`config.mk`:
```
export PLATFORM = sky130hd
export DESIGN_NAME = rstboot_seq
export DESIGN_NICKNAME = d
export VERILOG_FILES = /design/src/rtl/rstboot_pkg.sv /design/src/rtl/rstboot_sync.sv /design/src/rtl/rstboot_lock_timer.sv /design/src/rtl/rstboot_fsm.sv /design/src/rtl/rstboot_seq.sv
export SDC_FILE = /design/constraint.sdc
export NUM_CORES = 1
export LEC_CHECK = 0
export CAP_MARGIN = 10
export CORE_MARGIN = 2
export CORE_UTILIZATION = 50
export CTS_BUF_LIST = sky130_fd_sc_hd__clkbuf_8
export CTS_CLUSTER_SIZE = 24
export DETAILED_ROUTE_END_ITERATION = 10
export PLACE_DENSITY = 0.8
export SETUP_SLACK_MARGIN = 0.02
export SYNTH_ARGS = -nofsm -noshare
export SYNTH_HDL_FRONTEND = slang
export SYNTH_HIERARCHICAL = 1
export SYNTH_SLANG_ARGS = --single-unit
```
`constraint.sdc`:
```
create_clock -name clk -period 2 [get_ports clk]
set_input_delay 0.4 -clock clk [delete_from_list [all_inputs] [get_ports clk]]
set_output_delay 0.4 -clock clk [all_outputs]
set_load 0.005 [all_outputs]
```
`src/rtl/rstboot_pkg.sv`:
```
package rstboot_pkg;

    typedef enum logic [2:0] {
        PH_RESET = 3'd0,
        PH_LOCK  = 3'd1,
        PH_HOLD  = 3'd2,
        PH_BOOT  = 3'd3,
        PH_FETCH = 3'd4,
        PH_RUN   = 3'd5
    } phase_e;

    typedef struct packed {
        logic sp_clr;
        logic irq_mask_all;
        logic stat_clr;
    } init_ctl_t;

    // Where to go once reset and the lock wait are over.
    function automatic phase_e release_target(input logic bus_req, input logic strap);
        if (bus_req)
            return PH_HOLD;
        else if (!strap)
            return PH_BOOT;
        else
            return PH_FETCH;
    endfunction

    function automatic logic holds_core(input phase_e p);
        return (p == PH_RESET) || (p == PH_LOCK) || (p == PH_HOLD) || (p == PH_BOOT);
    endfunction

    function automatic init_ctl_t init_for(input phase_e p);
        init_ctl_t c;
        logic on;
        on = (p == PH_RESET) || (p == PH_LOCK);
        c.sp_clr       = on;
        c.irq_mask_all = on;
        c.stat_clr     = on;
        return c;
    endfunction

endpackage

```
`src/rtl/rstboot_sync.sv`:
```
module rstboot_sync #(
    parameter int STAGES = 2
) (
    input  logic clk,
    input  logic async_rst_n,
    output logic rst_sync
);
    logic [STAGES-1:0] chain;

    generate
        for (genvar g = 0; g < STAGES; g++) begin : g_stage
            if (g == 0) begin : g_first
                always_ff @(posedge clk) chain[0] <= ~async_rst_n;
            end else begin : g_next
                always_ff @(posedge clk) chain[g] <= chain[g-1];
            end
        end
    endgenerate

    assign rst_sync = chain[STAGES-1];
endmodule

```
`src/rtl/rstboot_lock_timer.sv`:
```
module rstboot_lock_timer #(
    parameter int LIMIT = 2000
) (
    input  logic clk,
    input  logic clr,
    input  logic run,
    output logic done
);
    localparam int CNT_W = $clog2(LIMIT + 1);
    localparam logic [CNT_W-1:0] LAST = CNT_W'(LIMIT - 1);

    logic [CNT_W-1:0] cnt;

    always_ff @(posedge clk) begin
        if (clr)
            cnt <= '0;
        else if (run && cnt != LAST)
            cnt <= cnt + 1'b1;
    end

    assign done = run && (cnt == LAST);
endmodule

```
`src/rtl/rstboot_fsm.sv`:
```
module rstboot_fsm
    import rstboot_pkg::*;
(
    input  logic   clk,
    input  logic   rst,
    input  logic   pwr_up,
    input  logic   bus_req,
    input  logic   strap,
    input  logic   boot_done,
    input  logic   lock_done,
    output phase_e phase
);
    phase_e phase_nx;
    logic   cold_q;

    // Cold/warm is decided by the flag seen during the last reset cycle.
    always_ff @(posedge clk) begin
        if (rst)
            cold_q <= pwr_up;
    end

    always_comb begin
        phase_nx = phase;
        unique case (phase)
            PH_RESET: phase_nx = cold_q ? PH_LOCK : release_target(bus_req, strap);
            PH_LOCK:  if (lock_done) phase_nx = release_target(bus_req, strap);
            PH_HOLD:  if (!bus_req) phase_nx = release_target(1'b0, strap);
            PH_BOOT:  if (boot_done) phase_nx = PH_FETCH;
            PH_FETCH: phase_nx = PH_RUN;
            PH_RUN:   phase_nx = PH_RUN;
            default:  phase_nx = PH_RESET;
        endcase
    end

    always_ff @(posedge clk) begin
        if (rst)
            phase <= PH_RESET;
        else
            phase <= phase_nx;
    end
endmodule

```
`src/rtl/rstboot_seq.sv`:
```
module rstboot_seq
    import rstboot_pkg::*;
#(
    parameter int LOCK_CYCLES = 2000,
    parameter int SYNC_STAGES = 2,
    parameter int ADDR_W      = 14,
    parameter int RESET_VEC   = 0
) (
    input  logic              clk,
    input  logic              ext_rst_n,
    input  logic              pwr_up_i,
    input  logic              bus_req_i,
    input  logic              boot_strap_i,
    input  logic              boot_done_i,
    output logic              core_rst_o,
    output logic              sp_clr_o,
    output logic              irq_mask_all_o,
    output logic              stat_clr_o,
    output logic              boot_req_o,
    output logic              fetch_stb_o,
    output logic [ADDR_W-1:0] fetch_addr_o
);
    localparam logic [ADDR_W-1:0] VEC = ADDR_W'(RESET_VEC);

    logic      rst_sync;
    logic      lock_done;
    phase_e    phase;
    init_ctl_t init_ctl;

    rstboot_sync #(.STAGES(SYNC_STAGES)) u_sync (
        .clk         (clk),
        .async_rst_n (ext_rst_n),
        .rst_sync    (rst_sync)
    );

    rstboot_lock_timer #(.LIMIT(LOCK_CYCLES)) u_lock (
        .clk  (clk),
        .clr  (phase != PH_LOCK),
        .run  (phase == PH_LOCK),
        .done (lock_done)
    );

    rstboot_fsm u_fsm (
        .clk       (clk),
        .rst       (rst_sync),
        .pwr_up    (pwr_up_i),
        .bus_req   (bus_req_i),
        .strap     (boot_strap_i),
        .boot_done (boot_done_i),
        .lock_done (lock_done),
        .phase     (phase)
    );

    assign init_ctl       = init_for(phase);
    assign sp_clr_o       = init_ctl.sp_clr;
    assign irq_mask_all_o = init_ctl.irq_mask_all;
    assign stat_clr_o     = init_ctl.stat_clr;
    assign core_rst_o     = holds_core(phase);
    assign boot_req_o     = (phase == PH_BOOT);
    assign fetch_stb_o    = (phase == PH_FETCH);
    assign fetch_addr_o   = fetch_stb_o ? VEC : '0;
endmodule

```
==> impl_metrics.ini <==
[run_status]
status = finished, final reports clean

[cells_and_area]
syn_to_final_growth_pct = 11.44
finalNonFillerCells = 168
final_common_cell = dfxtp_1
drive_gt1_frac = 0.1786
final_cell_mix = 16 x dfxtp_1, 14 x conb_1, 11 x clkdlybuf4s50_1, 10 x a21oi_1
design_area_mm2 = 0.001231
nets = 148
diodes = 0

[global_routing]
gr-usage-met3 = 0.02047
gr-max-usage-layer = met2
use_met1 = 0.2102
grtUsageMet2 = 0.2641
grt_use_total = 0.1653
grt_pass1_wl_mm = 3.346
grt_pass1_vias = 808
antenna_found_initial = 0
grt_start_max_net_pins = 15
grt-ovfl-total = 0

[worst_setup_path]
crit_path_start = u_fsm/phase[1]
worstPathCellList = buf_4 -> and3b_2 -> clkdlybuf4s50_1
reg2regPathDepth = 6
worstPathArrival_ps = 1490
crit_path_start_kind = flop
regToRegSetupSlack_ps = 210
worst-path-max-fanout = 14
cp-end-kind = output port
crit_end = boot_req_o
rr_endpoint = u_lock/cnt[8]
r2r_start = u_fsm/phase[0]
crit_type = flop to output port
slowest_delay_ps = 490
critPathSlowestCell = clkdlybuf4s50_1
cp_data_required_time_ps = 1600

[timing]
drv_slew = 0
rsz0062_at_grt = false
fmax_ghz = 0.5281
period_share = 0.9468
fin_tns_setup_ps = 0
min_period_ps = 1894
fin_skew_ps = 4.178
fin_ws_ps = 106.5
finalSetupViolations = 0
hold_slack_ps = 351.4
hold_violations = 0

[routing]
routed_wl_mm = 2.061
drc = 0
ant_nets = 0
via_count = 946
drt-pass1-iter-count = 4
wire_per_inst_um = 12.27
drtIter0Drc = 23
vias_per_cell = 5.631

[place]
place_ws_ps = 215.8
dp_hpwl_mm = 1.580
placed_area_mm2 = 0.001180
port_buffers = 11
post-place-cells = 164
routabilityCongestion = 0.8578

[clock_network]
root_buffer = clkbuf_8
htree_levels = 1
clock-sinks = 17
insertion_delay_ps = 260
cts.clk_slew.worst_paths_ps = 60
cts_buffer_depth = 2
numCtsBuffers = 3
cts_tree = yes
cts_hold_buf = 0

[power]
p_leak_uw = 0.0004479
p_per_area_mw_per_mm2 = 1002
peakVddDrop_mv = 0.6756

[worst_hold_path]
hold_class = flop to flop

[yosys]
netlist.area_leader.share = 0.2899
synth_cells = 126
seq_area_frac_synth = 0.3171
synth_edf_count = 1
synth_area_per_cell_um2 = 8.768
async_reset_ff_frac = 0
synth_top_cell_by_area = dfxtp_1
synth_warnings = 6
synth_cell_types = 44
synth_area_mm2 = 0.001105
synth-seq-cells = 17
netlist_top_cells_area = dfxtp_1 29%, buf_4 12%, a21oi_1 4.5%
synth_ff_type = dfxtp_1

[floorplan]
die_h_um = 51.01
die_x_um = 51.01
row_count = 17
die-area_mm2 = 0.002602
core_area_mm2 = 0.002148
initial_utilization = 0.5143
io_pins = 26

[run]
cap_violations = 0
-- how the worst min path moves through the flow --
stage / slack [ps] / depth (start not counted) / to / startpoint
2_1_floorplan: 310 / 0 / u_sync/rst_sync / u_sync/chain[0]
6_report: 350 / 0 / u_sync/rst_sync / u_sync/chain[0]
5_1_grt: 360 / 0 / u_sync/rst_sync / u_sync/chain[0]
3_3_place_gp: 310 / 0 / u_sync/rst_sync / u_sync/chain[0]
4_1_cts: 350 / 0 / u_sync/rst_sync / u_sync/chain[0]
3_5_place_dp: 330 / 0 / u_sync/rst_sync / u_sync/chain[0]
-- kinds of logic (layout without fill, tap and decap cells) --
family / Yosys count / count (layout) / share of synthesized area
flip-flops: 17 / 17 / 0.3171
multiplexers: 2 / 2 / 0.02038
other: 1 / 14 / 0.003394
buffers and inverters: 27 / 28 / 0.1721
AO/OA/AOI/OAI: 30 / 30 / 0.1914
AND/OR/NAND/NOR: 48 / 48 / 0.2843
adder cells (fa/ha/maj): 1 / 1 / 0.01132
-- flip-flops by register name, indices dropped and copies added, names as in the netlist --
| name | count |
|---|---|
| u_sync/chain | 1 |
| u_fsm/cold_q | 1 |
| u_sync/rst_sync | 1 |
| u_lock/cnt | 11 |
| u_fsm/phase | 3 |
-- report_power, final --
| part | internal [uW] | leakage [uW] | switching [uW] |
|---|---|---|---|
| clock | 138 | 0.0000255 | 115 |
| sequential | 380 | 0.000140 | 37.0 |
| combinational | 273 | 0.000282 | 290 |
-- cell type report --
| class | count | area [um2] |
|---|---|---|
| Tap cell | 28 | 35.03 |
| Multi-Input combinational cell | 95 | 618.1 |
| Fill cell | 190 | 917.1 |
| Clock inverter | 1 | 5.005 |
| Inverter | 7 | 26.28 |
| Sequential cell | 17 | 350.3 |
| Clock buffer | 3 | 41.29 |
| Timing Repair Buffer | 17 | 155.1 |
-- cell usage after synthesis, types with 2 or more instances --
cell	n
dfxtp_1	16
nor2_1	5
nor4_1	2
o31ai_1	4
a21oi_1	10
inv_2	2
nor3_1	3
nor2b_1	5
nand2_1	6
and3_1	2
o211ai_1	2
inv_1	5
a211oi_2	3
nand4_1	2
mux2_2	2
buf_4	17
buf_6	2
or4_1	4
o21ai_0	3
nor3b_1	4
nand3_1	4
-- worst max-delay path, delay by kind of cell, from the launching register on --
kind / cells / cell delay [ps]
buffers and inverters: 2 / 700
DFF: 1 / 360
and+or+nand+nor: 1 / 190
-- stage by stage --
stage,total power [uW],util
finish,1234,0.5731
global route,1311,0.5731
CTS,1229,0.5708
detailed placement,977.0,0.5492
global placement,952.8,0.5492
floorplan,851.9,-
-- routing by layer --
metal / vias to the layer above / wire length, um / part of all wire
met5: - / 0 / 0
met4: 0 / 39 / 0.019
met3: 5 / 121 / 0.059
met2: 38 / 1020 / 0.49
met1: 443 / 880 / 0.43
li1: 460 / - / -
-- what timing repair did --
action | CTS | global route
setup endpoints to repair | 0 | 1
resized for setup | 0 | 1
buffers inserted | 0 | 0
No activity file was read; power rests on OpenSTA's default activity.
